==> src/rtl/wsu_pkg.sv <==
package wsu_pkg;
  localparam int NUM_SRC = 2;

  typedef enum logic [0:0] {
    SRC_NORM = 1'b0,
    SRC_USER = 1'b1
  } src_e;
endpackage

==> src/rtl/wsu_addr_bank.sv <==
module wsu_addr_bank
  import wsu_pkg::*;
#(
  parameter int DATA_W = 32
) (
  input  logic              clk,
  input  logic              rst_n,
  input  logic              ld_en,
  input  src_e              ld_sel,
  input  logic [DATA_W-1:0] ld_val,
  input  logic              upd_en,
  input  logic [DATA_W-1:0] upd_val,
  output src_e              eff_sel,
  output logic [DATA_W-1:0] eff_addr
);
  src_e              act_q, act_d;
  logic [DATA_W-1:0] ptr_q [NUM_SRC];
  logic [DATA_W-1:0] ptr_d [NUM_SRC];

  always_comb begin
    act_d    = ld_en ? ld_sel : act_q;
    eff_sel  = act_d;
    eff_addr = ld_en ? ld_val : ptr_q[act_q];
  end

  always_ff @(posedge clk or negedge rst_n) begin
    if (!rst_n) act_q <= SRC_NORM;
    else if (ld_en) act_q <= act_d;
  end

  for (genvar g = 0; g < NUM_SRC; g++) begin : g_ptr
    logic ptr_ce;
    always_comb begin
      ptr_d[g] = ptr_q[g];
      if (ld_en && (ld_sel == src_e'(g))) ptr_d[g] = ld_val;
      if (upd_en && (act_d == src_e'(g))) ptr_d[g] = upd_val;
      ptr_ce = (ld_en && (ld_sel == src_e'(g))) || (upd_en && (act_d == src_e'(g)));
    end
    always_ff @(posedge clk or negedge rst_n) begin
      if (!rst_n) ptr_q[g] <= '0;
      else if (ptr_ce) ptr_q[g] <= ptr_d[g];
    end
  end

  AST_PTR_HOLD: assert property (@(posedge clk) disable iff (!rst_n)
    (!ld_en && !upd_en) |=> ($stable(ptr_q[0]) && $stable(ptr_q[1]) && $stable(act_q)))
    else $error("pointer changed without a write");
endmodule

==> src/rtl/wsu_steer.sv <==
module wsu_steer #(
  parameter int DATA_W    = 32,
  parameter int RF_AW     = 16,
  parameter int PIPE_IW   = 8,
  parameter int HOLD_BIT  = 18
) (
  input  logic               ld_en,
  input  logic [DATA_W-1:0]  ld_val,
  input  logic               void_hit,
  input  logic               dat_en,
  input  logic [DATA_W-1:0]  dat_val,
  input  logic [DATA_W-1:0]  eff_addr,
  output logic [PIPE_IW-1:0] query_idx,
  output logic               upd_en,
  output logic [DATA_W-1:0]  upd_val,
  output logic               rf_en,
  output logic [RF_AW-1:0]   rf_addr,
  output logic [DATA_W-1:0]  rf_data,
  output logic               pp_en,
  output logic [PIPE_IW-1:0] pp_idx,
  output logic [DATA_W-1:0]  pp_data,
  output logic               err_set
);
  localparam int                PIPE_LSB  = DATA_W - PIPE_IW;
  localparam logic [DATA_W-1:0] ONE       = {{(DATA_W-1){1'b0}}, 1'b1};
  localparam logic [DATA_W-1:0] PIPE_STEP = ONE << PIPE_LSB;
  localparam logic [DATA_W-1:0] HOLD_MASK = ONE << HOLD_BIT;
  localparam logic [DATA_W-1:0] TOP_MASK  = {{PIPE_IW{1'b1}}, {PIPE_LSB{1'b0}}};
  localparam logic [DATA_W-1:0] BAD_MASK  = ~(TOP_MASK | HOLD_MASK);

  logic ld_pipe, eff_pipe;

  always_comb begin
    query_idx = ld_val[DATA_W-1 -: PIPE_IW];
    ld_pipe   = |ld_val[DATA_W-1:RF_AW];
    eff_pipe  = |eff_addr[DATA_W-1:RF_AW];
    upd_en    = 1'b0;
    upd_val   = eff_addr;
    rf_en     = 1'b0;
    rf_addr   = eff_addr[RF_AW-1:0];
    rf_data   = dat_val;
    pp_en     = 1'b0;
    pp_idx    = eff_addr[DATA_W-1 -: PIPE_IW];
    pp_data   = dat_val;
    err_set   = 1'b0;
    if (dat_en) begin
      upd_en = 1'b1;
      if (eff_pipe) begin
        pp_en   = 1'b1;
        err_set = |(eff_addr & BAD_MASK);
        upd_val = (|(eff_addr & HOLD_MASK)) ? eff_addr : eff_addr + PIPE_STEP;
      end else begin
        rf_en   = 1'b1;
        upd_val = eff_addr + ONE;
      end
    end else if (ld_en && ld_pipe && void_hit) begin
      pp_en   = 1'b1;
      pp_idx  = query_idx;
      pp_data = '0;
    end
  end

  always_comb begin
    assert (!(rf_en && pp_en)) else $error("both ports chosen");
  end
endmodule

==> src/rtl/wsu_out_stage.sv <==
module wsu_out_stage #(
  parameter int DATA_W  = 32,
  parameter int RF_AW   = 16,
  parameter int PIPE_IW = 8
) (
  input  logic               clk,
  input  logic               rst_n,
  input  logic               rf_en,
  input  logic [RF_AW-1:0]   rf_addr,
  input  logic [DATA_W-1:0]  rf_data,
  input  logic               pp_en,
  input  logic [PIPE_IW-1:0] pp_idx,
  input  logic [DATA_W-1:0]  pp_data,
  input  logic               err_set,
  output logic               rf_we,
  output logic [RF_AW-1:0]   rf_waddr,
  output logic [DATA_W-1:0]  rf_wdata,
  output logic               pipe_we,
  output logic [PIPE_IW-1:0] pipe_widx,
  output logic [DATA_W-1:0]  pipe_wdata,
  output logic               err_q
);
  logic err_d;

  always_comb err_d = err_q | err_set;

  always_ff @(posedge clk or negedge rst_n) begin
    if (!rst_n) begin
      rf_we   <= 1'b0;
      pipe_we <= 1'b0;
      err_q   <= 1'b0;
    end else begin
      rf_we   <= rf_en;
      pipe_we <= pp_en;
      err_q   <= err_d;
    end
  end

  always_ff @(posedge clk or negedge rst_n) begin
    if (!rst_n) begin
      rf_waddr <= '0;
      rf_wdata <= '0;
    end else if (rf_en) begin
      rf_waddr <= rf_addr;
      rf_wdata <= rf_data;
    end
  end

  always_ff @(posedge clk or negedge rst_n) begin
    if (!rst_n) begin
      pipe_widx  <= '0;
      pipe_wdata <= '0;
    end else if (pp_en) begin
      pipe_widx  <= pp_idx;
      pipe_wdata <= pp_data;
    end
  end

  AST_ERR_STICKY: assert property (@(posedge clk) disable iff (!rst_n)
    err_q |=> err_q) else $error("error flag cleared");
endmodule

==> src/rtl/wsu_top.sv <==
module wsu_top
  import wsu_pkg::*;
#(
  parameter int DATA_W   = 32,
  parameter int RF_AW    = 16,
  parameter int PIPE_IW  = 8,
  parameter int HOLD_BIT = 18
) (
  input  logic               clk,
  input  logic               rst_n,
  input  logic               aw_en,
  input  logic               aw_user,
  input  logic [DATA_W-1:0]  aw_value,
  input  logic               dw_en,
  input  logic [DATA_W-1:0]  dw_value,
  output logic [PIPE_IW-1:0] void_idx,
  input  logic               void_hit,
  output logic               rf_we,
  output logic [RF_AW-1:0]   rf_waddr,
  output logic [DATA_W-1:0]  rf_wdata,
  output logic               pipe_we,
  output logic [PIPE_IW-1:0] pipe_widx,
  output logic [DATA_W-1:0]  pipe_wdata,
  output logic               bad_addr_err
);
  logic [1:0]         rst_sync;
  logic               rst_int_n;
  src_e               eff_sel;
  logic [DATA_W-1:0]  eff_addr;
  logic               upd_en;
  logic [DATA_W-1:0]  upd_val;
  logic               rf_en, pp_en, err_set;
  logic [RF_AW-1:0]   rf_addr;
  logic [DATA_W-1:0]  rf_data, pp_data;
  logic [PIPE_IW-1:0] pp_idx;

  always_ff @(posedge clk or negedge rst_n) begin
    if (!rst_n) rst_sync <= 2'b00;
    else        rst_sync <= {rst_sync[0], 1'b1};
  end
  assign rst_int_n = rst_sync[1];

  wsu_addr_bank #(.DATA_W(DATA_W)) u_bank (
    .clk(clk), .rst_n(rst_int_n),
    .ld_en(aw_en), .ld_sel(src_e'(aw_user)), .ld_val(aw_value),
    .upd_en(upd_en), .upd_val(upd_val),
    .eff_sel(eff_sel), .eff_addr(eff_addr)
  );

  wsu_steer #(.DATA_W(DATA_W), .RF_AW(RF_AW), .PIPE_IW(PIPE_IW), .HOLD_BIT(HOLD_BIT)) u_steer (
    .ld_en(aw_en), .ld_val(aw_value), .void_hit(void_hit),
    .dat_en(dw_en), .dat_val(dw_value), .eff_addr(eff_addr),
    .query_idx(void_idx), .upd_en(upd_en), .upd_val(upd_val),
    .rf_en(rf_en), .rf_addr(rf_addr), .rf_data(rf_data),
    .pp_en(pp_en), .pp_idx(pp_idx), .pp_data(pp_data), .err_set(err_set)
  );

  wsu_out_stage #(.DATA_W(DATA_W), .RF_AW(RF_AW), .PIPE_IW(PIPE_IW)) u_out (
    .clk(clk), .rst_n(rst_int_n),
    .rf_en(rf_en), .rf_addr(rf_addr), .rf_data(rf_data),
    .pp_en(pp_en), .pp_idx(pp_idx), .pp_data(pp_data), .err_set(err_set),
    .rf_we(rf_we), .rf_waddr(rf_waddr), .rf_wdata(rf_wdata),
    .pipe_we(pipe_we), .pipe_widx(pipe_widx), .pipe_wdata(pipe_wdata),
    .err_q(bad_addr_err)
  );

  AST_ONE_PORT: assert property (@(posedge clk) disable iff (!rst_int_n)
    !(rf_we && pipe_we)) else $error("both write ports active");
  AST_DATA_EMITS: assert property (@(posedge clk) disable iff (!rst_int_n)
    dw_en |=> (rf_we || pipe_we)) else $error("data write lost");
  AST_VOID_ZERO: assert property (@(posedge clk) disable iff (!rst_int_n)
    (aw_en && !dw_en && (|aw_value[DATA_W-1:RF_AW]) && void_hit) |=>
    (pipe_we && (pipe_wdata == '0) && (pipe_widx == $past(aw_value[DATA_W-1 -: PIPE_IW]))))
    else $error("void zero write missing");
  AST_IDLE_QUIET: assert property (@(posedge clk) disable iff (!rst_int_n)
    (!aw_en && !dw_en) |=> (!rf_we && !pipe_we)) else $error("write without request");
endmodule

==> config.mk <==
export PLATFORM = sky130hd
export DESIGN_NAME = wsu_top
export DESIGN_NICKNAME = d
export VERILOG_FILES = /design/src/rtl/wsu_pkg.sv /design/src/rtl/wsu_addr_bank.sv /design/src/rtl/wsu_steer.sv /design/src/rtl/wsu_out_stage.sv /design/src/rtl/wsu_top.sv
export SDC_FILE = /design/constraint.sdc
export NUM_CORES = 1
export LEC_CHECK = 0
export ABC_AREA = 0
export CAP_MARGIN = 25
export CORE_ASPECT_RATIO = 1.5
export CORE_UTILIZATION = 55
export DETAILED_ROUTE_END_ITERATION = 6
export DONT_BUFFER_PORTS = 1
export PLACE_DENSITY = 0.69
export RECOVER_POWER = 100
export SLEW_MARGIN = 40
export SYNTH_ARGS = -nofsm -noshare
export SYNTH_HDL_FRONTEND = slang
export SYNTH_SLANG_ARGS = --single-unit
==> constraint.sdc <==
create_clock -name clk -period 6.8 [get_ports clk]
set_input_delay 0.68 -clock clk [delete_from_list [all_inputs] [get_ports clk]]
set_output_delay 0.68 -clock clk [all_outputs]
set_load 0.1 [all_outputs]
# After elaboration in Yosys (flattened, before gate mapping)
# Cells that the tools add are included.
op_classes:
  n_reduce_logical: 15
  order_cmp: 1
  n_bitwise: 4
  mux: 24
  add_sub_neg: 2
op_table:
  columns: ["op", "n"]
  rows:
  - ["2-to-1 mux 32 bit", 13]
  - ["adder 32 x 1 -> 32 bit (second input constant)", 1]
  - ["adder 32 x 25 -> 32 bit (second input constant)", 1]
  - ["OR reduction 16 bit", 2]
  - ["OR reduction 23 bit", 1]
  - ["2-to-1 mux 8 bit", 2]
  - ["2-to-1 mux 1 bit", 9]
  - ["logical AND 1 bit", 6]
  - ["AND reduction 2 bit", 2]
  - ["nonzero test 2 bit", 2]
  - [">= comparator 2 bit (second input constant)", 1]
  - ["logical OR 1 bit", 2]
  - ["inverter 1 bit", 2]
  - ["inverter 1 -> 2 bit", 1]
  - ["bitwise OR 1 bit", 1]
word_totals:
  output_inout_bits: 99
  reg_bits: 158
  input_bits: 70

# Depth between registers and ports, before layout
# Gate-level depths: netlist of the first run.
depth:
  ltp_word: 10
  depth_mapped: 14

# Hierarchy
# From an unflattened synthesis of the first run, not the netlist that was laid out.
unflattened:
  hier_cells: 799
  hier_area_um2: 8748.4
by_module_without_submodules:
  columns: ["mod", "cells_each", "area_per_inst_um2", "n_inst"]
  rows:
  - ["wsu_addr_bank", 398, 3769.9, 1]
  - ["wsu_out_stage", 189, 3413.3, 1]
  - ["wsu_steer", 209, 1511.4, 1]
  - ["wsu_top", 3, 53.8, 1]

# Least setup slack after synthesis of the first run
# Ideal clock, no wire load.
synth_timing:
  path_type: "input-to-reg"
  startpoint: "input aw_en"
  endpoint: "register u_bank.ptr_q[38] (netlist name)"
  path_slack_ns: 3.576
  setup_ns: 0.136
  t_arrival_ns: 3.088
  stages: 13
  n_path_buf: 6
  cell_sequence: "buf_2 buf_2 buf_4 buf_4 a21oi_1 ha_1 and4_1 buf_2 nand4_1 buf_2 nor3_2 xor2_1 a21oi_1"
synth_via:
  elab_chain_cells: 6
synth_rtl:
  columns: ["element", "line_no", "rtl"]
  rows:
  - ["start: declaration", "wsu_top.sv:11", "input logic aw_en,"]
  - ["2-to-1 mux 32 bit", "wsu_addr_bank.sv:23", "eff_addr = ld_en ? ld_val : ptr_q[act_q];"]
  - ["adder 32 x 25 -> 32 bit", "wsu_steer.sv:51", "upd_val = (|(eff_addr & HOLD_MASK)) ? eff_addr : eff_addr + PIPE_STEP;"]
  - ["2-to-1 mux 32 bit", "wsu_steer.sv:51", null]
  - ["2-to-1 mux 32 bit", "wsu_steer.sv:48", "if (eff_pipe) begin"]
  - ["2-to-1 mux 32 bit", "wsu_steer.sv:46", "if (dat_en) begin"]
  - ["2-to-1 mux 32 bit", "wsu_addr_bank.sv:36", "if (upd_en && (act_d == src_e'(g))) ptr_d[g] = upd_val;"]
  - ["end signal: indexed assignment", "wsu_addr_bank.sv:41", "else if (ptr_ce) ptr_q[g] <= ptr_d[g];"]
  - ["end: declaration", "wsu_addr_bank.sv:17", "logic [DATA_W-1:0] ptr_q [NUM_SRC];"]
# Parallel ways exist; a longest one is shown, timed or not.
# A chain may end at the register's enable or synchronous reset.

# Worst setup path after layout of the first run
layout_timing:
  startpoint: "register u_bank.act_q"
  endpoint: "register u_bank.ptr_q[39] (netlist name)"
layout_via:
  elab_chain_cells: 10
layout_rtl:
  columns: ["element", "line_no", "rtl"]
  rows:
  - ["start: declaration", "wsu_addr_bank.sv:16", "src_e act_q, act_d;"]
  - ["start signal: assignment", "wsu_addr_bank.sv:28", "else if (ld_en) act_q <= act_d;"]
  - ["inverter 1 -> 2 bit (implied by the code)", "wsu_addr_bank.sv:23", null]
  - ["2-to-1 mux 32 bit (implied by the code) (3 in a row)", "wsu_addr_bank.sv:23", null]
  - ["2-to-1 mux 32 bit", "wsu_addr_bank.sv:23", null]
  - ["adder 32 x 25 -> 32 bit", "wsu_steer.sv:51", null]
  - ["2-to-1 mux 32 bit", "wsu_steer.sv:51", null]
  - ["2-to-1 mux 32 bit", "wsu_steer.sv:48", null]
  - ["2-to-1 mux 32 bit", "wsu_steer.sv:46", null]
  - ["2-to-1 mux 32 bit", "wsu_addr_bank.sv:36", null]
# Parallel ways exist; a longest one is shown, timed or not. The select of a mux whose other input is x is not followed.

==> results of run 1 <==
-- worst max-delay path, stage by stage, from the launching register on --
cell,delay [ps]
dfrtp_1,690
clkbuf_1,1150
mux2i_1,280
nor2_1,60
a21oi_1,510
ha_1,260
and4_1,280
nand4_1,150
clkbuf_1,560
nor4_1,530
xnor2_1,190
a21oi_1,100
-- layer usage --
metal  GRT usage [%]  vias up  wire (um)
li1                -     2904          -
met1            32.3     2975       7790
met2            49.8      255      10600
met3            8.55       56       1650
met4            15.6        0        845
met5               0        -          0
-- cell type report --
class,count,area share (%)
Clock inverter,15,2.35
Multi-Input combinational cell,639,41.1
Timing Repair Buffer,19,1.58
Clock buffer,17,5.03
Sequential cell,158,46.7
Inverter,10,0.443
Tap cell,192,2.84
-- metrics by stage --
| step | instances | setup slack, ps |
|---|---|---|
| 2_1_floorplan | 871 | 2070 |
| 3_3_place_gp | 1010 | 2960 |
| 4_1_cts | 1050 | 3120 |
| 6_report | 1050 | 1850 |
| 3_5_place_dp | 1017 | 3140 |
| 5_1_grt | 1050 | 1620 |
-- power by group through the flow --
stage,Combinational (mW),Clock [mW],Sequential [mW]
final,0.359,0.976,1.38
after global routing,0.399,1.03,1.39
after CTS,0.368,0.992,1.38
after detailed placement,0.366,0,1.40
after global placement,0.337,0,1.40
after floorplan,0.301,0,1.38
-- logic make-up after synthesis --
| group | Yosys count | synth area share (%) |
|---|---|---|
| other cells | 1 | 0.0479 |
| fa+ha+maj | 4 | 0.639 |
| simple gates | 423 | 24.3 |
| compound gates | 143 | 11.2 |
| mux | 50 | 6.66 |
| flops | 158 | 50.5 |
| buf+inv | 74 | 4.62 |
| xor+xnor | 18 | 2.01 |
-- worst paths after layout --
path | to | slack [ps] | depth (start not counted) | from
max in group asynchronous | u_out.pipe_wdata[28] | 2740 | 3 | rst_sync[1]
worst min register to register | rst_sync[1] | 360 | 0 | rst_sync[0]
min in group asynchronous | u_out.pipe_wdata[27] | 400 | 0 | rst_sync[1]
worst min-delay path | u_out.pipe_wdata[20] | 350 | 2 | dw_value[20]
worst max-delay path | u_bank.ptr_q[39] | 1850 | 11 | u_bank.act_q
worst max register to register | u_bank.ptr_q[39] | 1850 | 11 | u_bank.act_q
-- flip-flops by register name, summed over array words and instances (netlist names) --
name              flops
u_out.pipe_widx       8
rst_sync              2
u_bank.act_q          1
u_out.rf_wdata       32
u_out.rf_we           1
u_out.pipe_we         1
u_out.err_q           1
u_bank.ptr_q         64
u_out.rf_waddr       16
u_out.pipe_wdata     32
-- cells in the final DEF (no fill, tap or decap), types with 17 or more instances in the layout --
cell and count:
mux2i_1 33, nand2_1 271, clkbuf_16 17, and3_1 34, nand3_1 46, o21ai_0 34
a21oi_1 48, a211oi_1 21, nor2_1 31, dfrtp_1 158
-- repair_timing --
action                    4_1_cts  5_1_grt
gates resized for setup         0        0
hold buffers                    1        0
hold endpoints to repair        2        0
buffers inserted                0        0
==> reports/results.tsv, run 1 <==
metric	value	unit
sequential power share	50.8	%
largest net degree at the start of global routing	78	
Syn Area/Cell	9.00	sq um
f_max	202	MHz
failing checks	max-capacitance violations, max-slew violations	
post-route clock period utilization	72.8	%
Synthesized Nets	945	
Die X	99.5	um
Die ar.	0.0147	sq mm
CORE AREA	0.0140	sq mm
Post-synth EDFFs	0	
fill count	1269	
worst setup path category	reg2reg	
clock-pin slew on the worst setup and hold paths	70	ps
Hold Violations, Final	0	
top-count cell post-synth	nand2_1	
setup violators final	0	
Setup crit end kind	register	
vias	6190	
Core Util, Final	60.5	%
Slew Limit Fails	87	
final WL	20800	um
average routed wire per standard cell	19.9	um
Gate Count Post-Synth	871	
Rows	53	
initial antenna violation count	0	
relative slew slack	-40.1	%
Total Routing Usage GR	29.0	%
crit path time final	4950	ps
RSZ-0062 raised after global routing	no	
n_diodes	0	
area share of the largest cell type after synthesis	50.5	%
share of cells above drive strength 1	7.46	%
Main synth FF type	dfrtp_1	
synth top area cells	dfrtp_1 (50%), nand2_1 (13%), mux2i_1 (4.2%)	
first-pass GRT wire length	33000	um
IO buf count	0	
gpl congestion	0.901	
Power Density	320	mW/mm^2
Switching Share	37.0	%
Ports	169	
dpl hpwl	14200	um
clock buffer depth	2	
leading area contributor after synthesis	dfrtp_1	
switching power total	1.00	mW
Seq cells post-synth	158	
Crit Path Max Fanout	34	
DRC	0	
CTS tree	built	
CTS Buf Count	17	
setup TNS	0	ps
global route overflow	0	
DIE HEIGHT	148	um
number of global-route vias before repair	6494	
top post-synthesis cells by count	nand2_1 (272), dfrtp_1 (158), a21oi_1 (48)	
crit path DAT	5220	ps
dpl cell area	0.00804	sq mm
internal power	1.71	mW
Post-layout nets	919	
status	complete, but fails checks	
CP Data Required Time	7070	ps
Avg Vias per Cell	5.90	
ys async rst share	100	%
Initial Util	56.0	%
post-route ant nets	0	
Yosys cell types	50	
Cell Area, Synth	0.00784	sq mm
final instance area	0.00847	sq mm
clock sink count	158	
clock skew	10.5	ps
synth warn	0	
area grow syn2layout	8.05	%
Register Area	0.00395	sq mm
number of max-cap violations	3	
Clock power frac	36.0	%
worst skew pair latency	430	ps
logic gate share of total power	13.2	%
worst slew pin tran	2100	ps
Initial DRC Count	423	
Critical Path Start Type	register	
total power after layout	2.71	mW
Static Leak	4.04	nW
# H-tree levels	4	
area occupied by multi-input gates	0.00348	sq mm
worst hold path class	in2reg	
First-pass DRT Iterations	7	
worst hold slack	354	ps
Max VDD drop	0.176	mV
Seq/Total Area, Yosys	50.5	%
clock root cell	clkbuf_16	
Note: power is estimated with default switching activity, not from simulation.
==> inputs of run 2 (changes only) <==
PLACE_DENSITY = 0.72   (was 0.69)
clock period = 4.4 ns   (was 6.8 ns; I/O delays follow)
==> run 2 against run 1 <==
Compared with the run above: the run still ends with max-capacitance violations, max-slew violations left; global-route usage is 0.36 points higher; via count is 2.8% higher; die area stayed put; clock-buffer cell count is 1 higher; sequential power is 54% higher; combinational power is 57% higher; clock power is 43% higher; final cell count stayed put; setup slack worse by 1100 ps; hold slack worse by 230 ps; flip-flop and latch count stayed put.
==> reports/results.tsv, run 2 (synthesis results as in run 1) <==
metric	value	unit
DIE HEIGHT	148	um
CTS tree	built	
Post-layout nets	919	
crit path time final	3660	ps
average routed wire per standard cell	20.2	um
CTS Hold Bufs	1	
Crit Path Max Fanout	43	
Die ar.	0.0147	sq mm
CP delay by family, top	simple AND/OR/NAND/NOR gates	
CP bufs+invs	2	
max reg flops	64	
Critical Path Stages	9	
clock skew	13.5	ps
clock sink count	158	
clock root cell	clkbuf_16	
Critical Path Start Type	register	
f_max	273	MHz
clock-pin slew on the worst setup and hold paths	70	ps
Hold Violations, Final	0	
relative slew slack	-36.4	%
Rows	53	
share of cells above drive strength 1	7.93	%
most common cell after layout, fill and taps aside	nand2_1	
final WL	21200	um
hold depth	2	
Avg Vias per Cell	6.06	
Largest regs	u_bank.ptr_q: 64 flops, u_out.pipe_wdata: 32 flops, u_out.rf_wdata: 32 flops	
worst slew pin tran	2050	ps
slowest stage delay, CP	660	ps
status	complete, but fails checks	
CP Data Required Time	4740	ps
Total Routing Usage GR	29.4	%
CTS Buf Count	17	
setup violators final	0	
number of max-cap violations	2	
initial antenna violation count	0	
worst setup path category	reg2reg	
total power after layout	4.09	mW
CORE AREA	0.0140	sq mm
setup TNS	0	ps
global route overflow	0	
area grow syn2layout	7.67	%
DRC	0	
vias	6363	
Initial DRC Count	513	
worst skew pair latency	420	ps
PostCTS Resize Cnt	0	
First-pass DRT Iterations	5	
dpl hpwl	14600	um
Crit-path slowest cell	dfrtp_1	
Die X	99.5	um
worst hold path class	in2reg	
clock buffer depth	2	
worst-case reg-to-reg path depth	9	
Slew Limit Fails	66	
n_diodes	0	
# H-tree levels	4	
largest net degree at the start of global routing	78	
Power Density	484	mW/mm^2
sequence of cells on the critical path	buf_4 -> mux2i_1 -> o21ai_0 -> nor3_1 -> nand3_1 -> o21ai_4 -> buf_4 -> a22oi_1 -> a21oi_1	
commonest cells after routing, fill and taps aside	nand2_1 (271), dfrtp_1 (158), a21oi_1 (48)	
IO buf count	0	
post-route ant nets	0	
Max VDD drop	0.237	mV
number of global-route vias before repair	6557	
crit path DAT	4000	ps
failing checks	max-capacitance violations, max-slew violations	
Static Leak	4.03	nW
Ports	169	
Initial Util	56.0	%
Post-CTS Setup Repair Bufs	0	
post-route clock period utilization	83.3	%
RSZ-0062 raised after global routing	no	
crit-path most repeated cell	buf_4	
Largest Register	u_bank.ptr_q	
gpl congestion	0.934	
Setup crit end kind	register	
first-pass GRT wire length	33400	um
## run 2: layout make-up
class / count / area (sq um)
Fill cell: 1207 / 5560
Sequential cell: 158 / 3950
Multi-Input combinational cell: 639 / 3490
Clock buffer: 18 / 429
Tap cell: 192 / 240
Timing Repair Buffer: 19 / 161
Clock inverter: 14 / 125
Inverter: 10 / 37.5
## run 2: report_power, final
part / total (mW) / switching (mW) / leakage [nW] / internal (mW)
clock: 1.40 / 0.651 / 0.272 / 0.745
combinational: 0.563 / 0.344 / 1.77 / 0.219
sequential: 2.13 / 0.523 / 1.99 / 1.60
total: 4.09 / 1.52 / 4.03 / 2.57
## run 2: worst register-to-register path, stage by stage, from the launching register on
cell and delay (ps):
dfrtp_1 660, buf_4 450, mux2i_1 300, o21ai_0 200, nor3_1 500, nand3_1 470
o21ai_4 260, buf_4 430, a22oi_1 140, a21oi_1 180
## run 2: final timing paths
path | endpoint | slack [ps] | start
min in group asynchronous | rst_sync[1] | 250 | rst_n
max | u_out.pipe_widx[6] | 740 | u_bank.act_q
min | u_out.pipe_wdata[13] | 120 | dw_value[13]
max reg2reg | u_out.pipe_widx[6] | 740 | u_bank.act_q
max in group asynchronous | u_bank.act_q | 1570 | rst_sync[1]
min reg2reg | rst_sync[1] | 370 | rst_sync[0]
## run 2: per-stage QoR
step | util (%) | area [sq um] | setup WS, ps | hold WS [ps] | instances
2_1_floorplan | - | 7840 | 1420 | 144 | 871
6_report | 60.3 | 8440 | 736 | 119 | 1050
3_5_place_dp | 57.4 | 8030 | 1090 | 144 | 1016
3_3_place_gp | 56.5 | 7910 | 1130 | 144 | 1012
4_1_cts | 61.4 | 8590 | 1060 | 106 | 1049
5_1_grt | 60.3 | 8440 | 485 | 109 | 1050
## run 2: layer usage
layer	up-vias	GRT usage (%)	part of all wire [%]
met1	3071	33.0	36
li1	2901	-	-
met3	74	7.38	7.9
met2	317	51.1	51
met4	0	15.6	4.5
met5	-	0	0
==> inputs of run 3 (changes only) <==
clock period = 3 ns   (was 4.4 ns; I/O delays follow)
==> run 3 against run 2 <==
Compared with the run above: the flow still finishes with violations (max-capacitance violations, max-slew violations); design area up 7.1%; largest cell class unchanged; combinational power up 64%; sequential power up 46%; largest power group unchanged; critical endpoint is now u_bank.ptr_q[41].
==> reports/results.tsv, run 3 (synthesis results as in run 1) <==
metric	value	unit
fill count	1176	
initial antenna violation count	0	
R2R Path Start	u_bank.act_q	
Avg Vias per Cell	6.05	
Largest Register	u_bank.ptr_q	
pre-CTS WS	61.0	ps
n_diodes	0	
DRC	0	
Crit Path Max Fanout	15	
average routed wire per standard cell	20.0	um
crit path to	u_bank.ptr_q[41]	
Power Density	703	mW/mm^2
relative slew slack	-41.0	%
clock sink count	158	
clock buffer depth	2	
Rows	53	
Critical Path Start Type	register	
Switching Share	35.7	%
DIE HEIGHT	148	um
CP Data Required Time	3290	ps
worst setup path category	reg2reg	
setup TNS	0	ps
setup violators final	0	
worst hold path class	in2reg	
Die ar.	0.0147	sq mm
# H-tree levels	4	
Initial DRC Count	537	
first-pass GRT wire length	34600	um
max reg flops	64	
crit path DAT	3080	ps
Setup crit end kind	register	
First-pass DRT Iterations	6	
f_max	358	MHz
Initial Util	56.0	%
worst skew pair latency	430	ps
post-route setup slack	209	ps
RSZ-0062 raised after global routing	no	
crit path time final	2790	ps
status	complete, but fails checks	
Die X	99.5	um
Max VDD drop	0.445	mV
internal power	4.08	mW
largest net degree at the start of global routing	80	
global route overflow	0	
Clock power frac	36.4	%
Slew Limit Fails	84	
logic gate share of total power	14.6	%
vias	6716	
clock skew	8.66	ps
IO buf count	0	
reg2reg setup slack	210	ps
Largest regs	u_bank.ptr_q: 64 flops, u_out.pipe_wdata: 32 flops, u_out.rf_wdata: 32 flops	
worst hold slack	6.62	ps
gpl congestion	0.882	
dpl hpwl	14600	um
clock root cell	clkbuf_16	
share of cells above drive strength 1	9.59	%
Core Util, Final	64.6	%
CORE AREA	0.0140	sq mm
Static Leak	4.31	nW
post-route clock period utilization	93.0	%
area grow syn2layout	15.3	%
final WL	22200	um
most common cell after layout, fill and taps aside	nand2_1	
Worst R2R End	u_bank.ptr_q[41]	
commonest cells after routing, fill and taps aside	nand2_1 (272), dfrtp_1 (157), a21oi_1 (48)	
CTS Buf Count	17	
Critical path origin	u_bank.act_q	
failing checks	max-capacitance violations, max-slew violations	
Post-layout nets	979	
Inst Count DP	1037	
switching power total	2.27	mW
number of global-route vias before repair	6849	
CTS tree	built	
clock-pin slew on the worst setup and hold paths	60	ps
worst-case reg-to-reg path depth	9	
number of max-cap violations	2	
post-route ant nets	0	
Hold Violations, Final	0	
fin cells	1110	
sequential power share	49.0	%
Total Routing Usage GR	30.5	%
worst slew pin tran	2110	ps
Ports	169	
==> run 3: cell count changes in the layout (fill, tap and decap cells not counted), sizes merged <==
cell	change
dlygate4sd3	+38
buf	+15
clkbuf	+7
bufinv	+3
inv	-2
clkinv	-1
==> run 3: worst min path at each step <==
stage          cells after the start               end         start
2_1_floorplan                      0       rst_sync[0]         rst_n
3_3_place_gp                       0       rst_sync[0]         rst_n
3_5_place_dp                       0       rst_sync[0]         rst_n
4_1_cts                            2  u_bank.ptr_q[53]  aw_value[21]
5_1_grt                            2  u_bank.ptr_q[53]  aw_value[21]
6_report                           2  u_bank.ptr_q[53]  aw_value[21]
==> run 3: per-layer routing <==
layer	GRT usage, %	up-vias	wire length [um]
li1	-	3033	-
met1	33.8	3282	8030
met2	53.5	333	11700
met3	8.79	68	1660
met4	14.5	0	774
met5	0	-	0
==> run 3: final cells by class <==
class	count	area, sq um	area share, %
multi-input cells	639	3500	38.8
clock buffers	18	429	4.75
inverters	10	37.5	0.415
flip-flops and latches	158	3960	43.8
clock inverters	14	198	2.19
repair buffers	79	674	7.46
well taps	192	240	2.66
==> run 3: critical path, cell delays in order, from the launching register on <==
cell and delay, ps:
dfrtp_2 620, buf_4 350, mux2_2 370, mux2i_1 270
clkbuf_2 250, nor2_1 70, nand4_1 230, nor2_1 100
xor2_1 260, a21oi_1 130
==> run 3: power groups by stage <==
| stage | Combinational, mW | Sequential (mW) | Clock [mW] |
|---|---|---|---|
| 2_1_floorplan | 0.682 | 3.13 | 0 |
| 3_3_place_gp | 0.821 | 3.16 | 0 |
| 3_5_place_dp | 0.876 | 3.17 | 0 |
| 4_1_cts | 0.928 | 3.13 | 2.34 |
| 5_1_grt | 1.02 | 3.14 | 2.43 |
| 6_report | 0.926 | 3.11 | 2.31 |
==> run 3: through the flow <==
| stage | instance area, sq um | power, mW |
|---|---|---|
| final | 9040 | 6.35 |
| after floorplan | 7840 | 3.81 |
| after global routing | 9040 | 6.58 |
| after global placement | 8090 | 3.98 |
| after detailed placement | 8180 | 4.04 |
| after CTS | 9200 | 6.40 |
==> run 3: timing repair <==
item | in CTS | in global routing
setup buffers | 0 | 0
hold endpoints to repair | 71 | 0
endpoints found under the setup margin | 0 | 66
hold buffers | 39 | 0
gates resized for setup | 0 | 1
